===== src/rtl/imap_pkg.sv =====
package imap_pkg;

  localparam int MAP_W = 16;
  localparam int SEG_W = 7;

  typedef enum logic [1:0] {
    SP_UNIFIED = 2'b00,
    SP_INSN    = 2'b01,
    SP_RSVD    = 2'b10,
    SP_TEST    = 2'b11
  } space_e;

  function automatic space_e map_space(input logic [MAP_W-1:0] w);
    return space_e'(w[13:12]);
  endfunction

  function automatic logic [SEG_W-1:0] map_seg(input logic [MAP_W-1:0] w);
    return w[SEG_W-1:0];
  endfunction

endpackage


===== src/rtl/imap_regs.sv =====
module imap_regs #(
  parameter int          NUM_MAP      = 2,
  parameter int          BOOT_PROFILE = 0,
  parameter logic [15:0] MAP_BASE     = 16'hFF00
) (
  input  logic                        clk,
  input  logic                        rst_n,
  input  logic                        wr_en,
  input  logic [15:0]                 wr_addr,
  input  logic [15:0]                 wr_data,
  input  logic [15:0]                 rd_addr,
  output logic [15:0]                 rd_data,
  output logic [NUM_MAP-1:0][15:0]    map_q
);

  logic [NUM_MAP-1:0][15:0] map_d;

  for (genvar i = 0; i < NUM_MAP; i++) begin : g_word
    localparam logic [15:0] WORD_ADDR = MAP_BASE + 16'(2 * i);
    localparam logic [15:0] RST_VAL   = (BOOT_PROFILE != 0) ? 16'h1000 :
                                        (i == 1)            ? 16'h007F : 16'h0000;
    logic hit;

    assign hit = wr_en && (wr_addr == WORD_ADDR);

    always_comb begin
      map_d[i] = map_q[i];
      if (hit) map_d[i] = wr_data;
    end

    always_ff @(posedge clk or negedge rst_n) begin
      if (!rst_n) map_q[i] <= RST_VAL;
      else        map_q[i] <= map_d[i];
    end
  end

  always_comb begin
    rd_data = '0;
    for (int i = 0; i < NUM_MAP; i++) begin
      if (rd_addr == MAP_BASE + 16'(2 * i)) rd_data = map_q[i];
    end
  end

endmodule


===== src/rtl/imap_space_xlate.sv =====
module imap_space_xlate
  import imap_pkg::*;
#(
  parameter int              PA_W      = 32,
  parameter int              BOFS_W    = 17,
  parameter int              LEN_W     = 18,
  parameter int              BLK_BYTES = 131072,
  parameter int              SEG_SHIFT = 17,
  parameter int              TEST_WIN  = 2048,
  parameter int              IDX       = 0,
  parameter logic [PA_W-1:0] UNI_BASE  = '0,
  parameter logic [PA_W-1:0] INS_BASE  = '0
) (
  input  logic [MAP_W-1:0]  map_word,
  input  logic [BOFS_W-1:0] blk_ofs,
  input  logic [LEN_W-1:0]  req_len,
  output logic [PA_W-1:0]   phys,
  output logic [LEN_W-1:0]  len,
  output logic              fault
);

  localparam int              TW_W     = $clog2(TEST_WIN);
  localparam logic [PA_W-1:0] REG_BASE = INS_BASE + PA_W'(IDX) * PA_W'(BLK_BYTES);

  space_e          space;
  logic [SEG_W-1:0] seg;
  logic [LEN_W-1:0] blk_room, blk_len, win_room;
  logic [TW_W-1:0]  win_ofs;
  logic             unused_map_bits;

  assign space           = map_space(map_word);
  assign seg             = map_seg(map_word);
  assign unused_map_bits = ^{map_word[15:14], map_word[11:SEG_W]};

  assign blk_room = LEN_W'(BLK_BYTES) - LEN_W'(blk_ofs);
  assign blk_len  = (req_len < blk_room) ? req_len : blk_room;
  assign win_ofs  = blk_ofs[TW_W-1:0];
  assign win_room = LEN_W'(TEST_WIN) - LEN_W'(win_ofs);

  always_comb begin
    phys  = '0;
    len   = '0;
    fault = 1'b0;
    unique case (space)
      SP_UNIFIED: begin
        phys = UNI_BASE + (PA_W'(seg) << SEG_SHIFT) + PA_W'(blk_ofs);
        len  = blk_len;
      end
      SP_INSN: begin
        phys = REG_BASE + PA_W'(blk_ofs);
        len  = blk_len;
      end
      SP_TEST: begin
        phys = INS_BASE + PA_W'(win_ofs);
        len  = (blk_len < win_room) ? blk_len : win_room;
      end
      default: begin
        fault = 1'b1;
      end
    endcase
  end

endmodule


===== src/rtl/imap_xlate.sv =====
module imap_xlate
  import imap_pkg::*;
#(
  parameter int              OFS_W        = 32,
  parameter int              PA_W         = 32,
  parameter int              BLK_BYTES    = 131072,
  parameter int              NUM_MAP      = 2,
  parameter int              SEG_SHIFT    = 17,
  parameter int              TEST_WIN     = 2048,
  parameter logic [PA_W-1:0] UNI_BASE     = 32'h0000_0000,
  parameter logic [PA_W-1:0] INS_BASE     = 32'h0100_0000,
  parameter logic [15:0]     MAP_BASE     = 16'hFF00,
  parameter int              BOOT_PROFILE = 0,
  localparam int             BOFS_W       = $clog2(BLK_BYTES),
  localparam int             LEN_W        = BOFS_W + 1
) (
  input  logic             clk,
  input  logic             rst_n,
  input  logic             wr_en,
  input  logic [15:0]      wr_addr,
  input  logic [15:0]      wr_data,
  input  logic [15:0]      rd_addr,
  output logic [15:0]      rd_data,
  input  logic [OFS_W-1:0] log_ofs,
  input  logic [LEN_W-1:0] req_len,
  output logic [PA_W-1:0]  phys_addr,
  output logic [LEN_W-1:0] xfer_len,
  output logic             xlat_fault
);

  localparam int IDX_W = (NUM_MAP > 1) ? $clog2(NUM_MAP) : 1;
  localparam int UP_W  = OFS_W - BOFS_W;

  logic [NUM_MAP-1:0][15:0] map_q;
  logic [UP_W-1:0]          upper;
  logic                     in_range;
  logic [IDX_W-1:0]         idx;
  logic [PA_W-1:0]          lane_pa    [NUM_MAP];
  logic [LEN_W-1:0]         lane_len   [NUM_MAP];
  logic                     lane_fault [NUM_MAP];

  imap_regs #(
    .NUM_MAP      (NUM_MAP),
    .BOOT_PROFILE (BOOT_PROFILE),
    .MAP_BASE     (MAP_BASE)
  ) u_regs (
    .clk     (clk),
    .rst_n   (rst_n),
    .wr_en   (wr_en),
    .wr_addr (wr_addr),
    .wr_data (wr_data),
    .rd_addr (rd_addr),
    .rd_data (rd_data),
    .map_q   (map_q)
  );

  for (genvar i = 0; i < NUM_MAP; i++) begin : g_lane
    imap_space_xlate #(
      .PA_W      (PA_W),
      .BOFS_W    (BOFS_W),
      .LEN_W     (LEN_W),
      .BLK_BYTES (BLK_BYTES),
      .SEG_SHIFT (SEG_SHIFT),
      .TEST_WIN  (TEST_WIN),
      .IDX       (i),
      .UNI_BASE  (UNI_BASE),
      .INS_BASE  (INS_BASE)
    ) u_lane (
      .map_word (map_q[i]),
      .blk_ofs  (log_ofs[BOFS_W-1:0]),
      .req_len  (req_len),
      .phys     (lane_pa[i]),
      .len      (lane_len[i]),
      .fault    (lane_fault[i])
    );
  end

  assign upper    = log_ofs[OFS_W-1:BOFS_W];
  assign in_range = upper < UP_W'(NUM_MAP);
  assign idx      = upper[IDX_W-1:0];

  always_comb begin
    phys_addr  = '0;
    xfer_len   = '0;
    xlat_fault = 1'b1;
    if (in_range) begin
      phys_addr  = lane_pa[idx];
      xfer_len   = lane_len[idx];
      xlat_fault = lane_fault[idx];
    end
  end

endmodule


===== config.mk =====
export PLATFORM = sky130hd
export DESIGN_NAME = imap_xlate
export DESIGN_NICKNAME = d
export VERILOG_FILES = /design/src/rtl/imap_pkg.sv /design/src/rtl/imap_regs.sv /design/src/rtl/imap_space_xlate.sv /design/src/rtl/imap_xlate.sv
export SDC_FILE = /design/constraint.sdc
export NUM_CORES = 1
export LEC_CHECK = 0
export CORE_UTILIZATION = 25
export DETAILED_ROUTE_END_ITERATION = 10
export PLACE_DENSITY = 0.59
export SLEW_MARGIN = 20
export SYNTH_ARGS = -nofsm -noshare
export SYNTH_HDL_FRONTEND = slang
export SYNTH_SLANG_ARGS = --single-unit

===== constraint.sdc =====
create_clock -name clk -period 19 [get_ports clk]
set_input_delay 2.85 -clock clk [delete_from_list [all_inputs] [get_ports clk]]
set_output_delay 2.85 -clock clk [all_outputs]
set_load 0.02 [all_outputs]

Yosys cells after proc, flatten, opt, wreduce, memory -nomap -nowiden
Cells that the tools add are included.
{"block": "word_totals", "register_bits": 32, "inputBits": 101, "out_inout_bits": 67, "elab_cells": 52}
{"block": "op_classes", "add_sub_neg": 7, "magnitude_cmp": 4, "n_eq_ne": 8, "muxes": 22, "bitwise_logic": 1, "n_reduce_logical": 8}
{"op": "case mux 32 bit (3 select lines)", "count": 2}
{"op": "two-way mux 32 bit", "count": 4}
{"op": "two-way mux 18 bit", "count": 6}
{"op": "case mux 18 bit (2 select lines)", "count": 2}
{"op": "== test 16 bit, second input constant", "count": 4}
{"op": "adder 25 x 17 -> 26 bit, first input constant", "count": 2}
{"op": "adder 24 x 17 -> 25 bit", "count": 2}
{"op": "less-than comparator 18 bit", "count": 2}
{"op": "two-way mux 16 bit", "count": 2}
{"op": "adder 25 x 11 -> 26 bit, first input constant", "count": 1}
{"op": "subtractor 18 x 17 -> 18 bit, first input constant", "count": 1}
{"op": "less-than comparator 15 x 2 -> 1 bit, second input constant", "count": 1}
{"op": "subtractor 12 x 11 -> 13 bit, first input constant", "count": 1}
{"op": "two-way mux 1 bit", "count": 6}
{"op": "OR reduction 3 bit", "count": 2}
{"op": "== test 2 x 1 -> 1 bit, second input constant", "count": 2}
{"op": "== test 2 bit, second input constant", "count": 2}
{"op": "zero test 2 bit", "count": 2}
{"op": "OR reduction 2 bit", "count": 2}
{"op": ">= comparator 2 bit, second input constant", "count": 1}
{"op": "logical AND 1 bit", "count": 2}
{"op": "inverter 1 -> 2 bit", "count": 1}

Depth between registers and ports, before layout
{"block": "logic_depth", "ltp_word": 10, "depth_mapped": 27, "depth_no_buf": 24}

Modules after synthesis
A second synthesis with hierarchy kept.
{"block": "hier_totals", "cells_unflattened": 775, "hier_area_um2": 6057.1}
{"mod": "imap_space_xlate (g_lane[1].u_lane)", "instances": 1, "cells_per_inst": 284, "area_per_inst_um2": 1890.6, "seq_area_each_um2": 0.0}
{"mod": "imap_space_xlate (g_lane[0].u_lane)", "instances": 1, "cells_per_inst": 257, "area_per_inst_um2": 1793.0, "seq_area_each_um2": 0.0}
{"mod": "imap_regs", "instances": 1, "cells_per_inst": 116, "area_per_inst_um2": 1590.3, "seq_area_each_um2": 809.5}
{"mod": "imap_xlate", "instances": 1, "cells_per_inst": 118, "area_per_inst_um2": 783.3, "seq_area_each_um2": 0.0}

Least setup slack after synthesis
OpenSTA, ideal clock, no wires.
{"block": "synth_path", "path_kind": "in2out", "from": "input log_ofs[5]", "to": "output xfer_len[1]", "arrival_ns": 8.220, "required_time_ns": 16.150, "setup_slack_ns": 7.930, "path_stages": 24, "cell_sequence": "nor4_4 nand2_2 or4_4 or3_4 a2bb2oi_1 inv_1 ha_1 a21oi_1 nor2_1 a211oi_1 o21ai_0 nor2_1 clkbuf_1 o21a_1 inv_1 ha_1 a211oi_1 o21ai_1 a221oi_2 nand4_1 or3_1 o32ai_1 nand2_1 a221oi_1"}
{"block": "synth_between", "elab_chain_len": 10, "elab_cells_between_ends": 12}
{"item": "start: declaration", "line_no": "imap_xlate.sv:24", "text": "input logic [OFS_W-1:0] log_ofs,"}
{"item": "subtractor 18 x 17 -> 18 bit", "line_no": "imap_space_xlate.sv:35", "text": "assign blk_room = LEN_W'(BLK_BYTES) - LEN_W'(blk_ofs);"}
{"item": "less-than comparator 18 bit", "line_no": "imap_space_xlate.sv:36", "text": "assign blk_len = (req_len < blk_room) ? req_len : blk_room;"}
{"item": "two-way mux 18 bit", "line_no": "imap_space_xlate.sv:36"}
{"item": "less-than comparator 18 bit", "line_no": "imap_space_xlate.sv:55", "text": "len = (blk_len < win_room) ? blk_len : win_room;"}
{"item": "two-way mux 18 bit", "line_no": "imap_space_xlate.sv:55"}
{"item": "case mux 18 bit (2 select lines)", "line_no": "imap_space_xlate.sv:44", "text": "unique case (space)"}
{"item": "two-way mux 18 bit (not written as such) * (3 in series)", "line_no": "imap_xlate.sv:88", "text": "xfer_len = lane_len[idx];"}
{"item": "two-way mux 18 bit *", "line_no": "imap_xlate.sv:86", "text": "if (in_range) begin"}
{"item": "end: declaration", "line_no": "imap_xlate.sv:27", "text": "output logic [LEN_W-1:0] xfer_len,"}
Every way passes the cells marked *; elsewhere a longest branch is shown, timed or not. The select of a mux whose other input is x is not followed.

Final worst setup path
{"block": "layout_path", "from": "input log_ofs[4]", "to": "output xfer_len[2]"}
Same word-level chain as after synthesis.

==> results.py <==
metrics = {
    "outcome": {
        "status": "finished clean",
    },
    "clocking": {
        "insertion_delay_ns": 0.27,
        "cts_root_buf": "clkbuf_16",
        "postCtsSetupRepairBufs": 0,
        "cts_buffer_depth": 2,
        "cts-htree-levels": 2,
        "cts_hold_buffers": 0,
        "cts_tree": "done",
        "postCtsResizedCells": 0,
        "numCtsBuffers": 5,
        "clock-sinks": 32,
        "clk_pin_slew_worst_paths_ns": 0.05,
    },
    "detailed_routing": {
        "drc": 0,
        "vias": 3597,
        "drtIter0Drc": 160,
        "ant_nets": 0,
        "drt-pass1-iter-count": 5,
        "wl_mm": 11.57,
        "viasPerCell": 4.914,
        "wl_per_cell_um": 15.80,
    },
    "timing": {
        "slew_violations": 0,
        "period_share_pct": 67.70,
        "fin_ws_ns": 6.138,
        "fin_tns_setup_ns": 0,
        "worst_slew_pin_slew_ns": 1.045,
        "slew_headroom_pct": 30.14,
        "skew_ns": 0,
        "fmax_mhz": 77.75,
        "finalHoldViolCount": 0,
        "finalCriticalPeriod_ns": 12.86,
        "rsz0062_at_grt": "no",
        "setup_viol": 0,
    },
    "layout": {
        "drive_gt1_share_pct": 12.23,
        "area.sequential_um2": 809.5,
        "largestRegisters": "u_regs.map_q: 32 flops",
        "final_nets": 685,
        "fill_cells": 1367,
        "regMostFlops": "u_regs.map_q",
        "largest_reg_flops": 32,
        "n_antenna_cell": 0,
        "syn_to_final_growth_pct": 55.04,
        "multi_input_area_um2": 2434,
        "final_area_um2": 5315,
        "final-instance-count-excl-fill": 732,
    },
    "place": {
        "port_buffers": 160,
        "gp_congestion": 0.8816,
        "pre_cts_slack_ns": 5.766,
        "dp.cells": 724,
        "dp_hpwl_mm": 9.293,
        "dpl-instance-area_um2": 5161,
    },
    "power": {
        "peakVddDrop_mv": 0.04628,
        "p_total_w": 0.0002123,
        "power_density_nw_per_um2": 39.94,
        "p_leak_nw": 2.126,
    },
    "worst_setup_path": {
        "arrival_ns": 10.01,
        "end_kind": "output pin",
        "crit_required_ns": 16.15,
        "cp_slowest_cell": "clkdlybuf4s50_1",
        "worst-path-max-fanout": 34,
        "cp-start-kind": "input pin",
        "worstSetupPathType": "in2out",
        "max_stage_delay_ns": 0.64,
    },
    "floorplanning": {
        "core_um2": 13300,
        "die_w_um": 119.1,
        "fp-row-count": 42,
        "ios": 168,
        "die_area_um2": 14190,
        "die_h_um": 119.1,
        "start_util_pct": 25.79,
    },
    "logic_synthesis": {
        "synth_flop_cell": "dfrtp_1",
        "synth-async-reset-ratio_pct": 100.0,
        "syn_inst": 404,
        "seq_area_frac_synth_pct": 23.61,
        "synth_edf_count": 0,
        "syn_area_per_cell_um2": 8.486,
        "synth_warnings": 0,
        "ys_seq_elements": 32,
        "synth_area_um2": 3428,
        "synth.distinct_cells": 55,
    },
    "global_routing": {
        "grt_pass1_wl_mm": 18.88,
        "grt_pass1_vias": 3858,
        "grt_overflow": 0,
        "antenna_found_initial": 0,
        "grt_max_degree": 35,
        "track_usage_pct": 16.43,
    },
    "run": {
        "cap_violations": 0,
    },
    "hold_path": {
        "hp-class": "reg2reg",
    },
}
==> power by group <==
group / internal (W) / switching [W] / leakage [nW]
combinational: 0.0000331 / 0.0000316 / 1.63
sequential: 0.0000683 / 0.0000000205 / 0.416
clock: 0.0000515 / 0.0000277 / 0.0766
total: 0.000153 / 0.0000593 / 2.13
==> cells in the final DEF, fill, tap and decap left out, drive strengths merged, types with 8 or more instances in the layout <==
cell and instances:
dfrtp 25, o21a 12, ha 29, nand2 36
nor2 60, and2 15, mux2 33, mux2i 17
o21ai 8, nor4 9, nand4 13, o22ai 9
inv 21, a21oi 15, clkdlybuf4s50 160
==> worst paths after layout <==
path,start,end,slack [ns],cells past startpoint
worst max register to register,u_regs.map_q[28],u_regs.map_q[28],18.11,1
max in group asynchronous,rst_n,u_regs.map_q[18],15.68,2
worst max-delay path,log_ofs[4],xfer_len[2],6.14,25
worst min register to register,u_regs.map_q[30],u_regs.map_q[30],0.50,1
min in group asynchronous,rst_n,u_regs.map_q[11],2.98,2
worst min-delay path,u_regs.map_q[30],u_regs.map_q[30],0.50,1
==> per-stage QoR <==
step	hold WS (ns)	utilization, %
after CTS	0.5063	39.94
after detailed placement	0.4949	38.82
after floorplan	0.4792	-
after global routing	0.5232	39.98
after global placement	0.4873	38.82
final	0.5018	39.98
==> area by class of cell <==
| type | instances | area share, % |
|---|---|---|
| timing repair buffer | 163 | 30.56 |
| tap | 176 | 4.143 |
| sequential | 32 | 15.23 |
| clock inverter | 2 | 0.1883 |
| multi-input combinational | 332 | 45.79 |
| inverter | 21 | 1.483 |
| clock buffer | 6 | 2.613 |
==> cells in the mapped netlist (12+ instances only) <==
cell,number,area share [%]
a21oi_1,15,2.2
and2_1,15,2.7
clkbuf_1,13,1.4
dfrtp_1,25,18
ha_1,29,11
inv_1,21,2.3
mux2_2,33,11
mux2i_1,17,5.0
nand2_1,34,3.7
nand4_1,12,2.2
nor2_1,60,6.6
o21a_1,12,2.6
==> per-layer routing <==
| metal | track usage, % | up-vias | part of all wire (%) |
|---|---|---|---|
| met3 | 4.837 | 6 | 8.9 |
| met1 | 19.53 | 1668 | 42 |
| met4 | 2.690 | 0 | 0.65 |
| met2 | 29.36 | 165 | 48 |
| met5 | 0 | - | 0 |
| li1 | - | 1758 | - |
==> cell families (layout without fill, tap and decap cells) <==
group	count (synthesis)	count (layout)	synth area share, %
and+or+nand+nor	159	159	23.91
AOI/OAI and AO/OA	75	75	16.09
muxes	50	50	15.80
buffers and inverters	46	192	6.277
DFF	32	32	23.61
adders and majority gates	29	29	10.58
xor gates and xnor gates	12	12	3.613
other	1	7	0.1094
==> worst max-delay path: cells and delay by family <==
kind,cells,cell delay [ns]
AO/OA/AOI/OAI,10,2.24
adder cells (fa/ha/maj),2,0.58
buffers and inverters,4,1.30
AND/OR/NAND/NOR,9,3.04
Note: power is estimated with default switching activity, not from simulation.
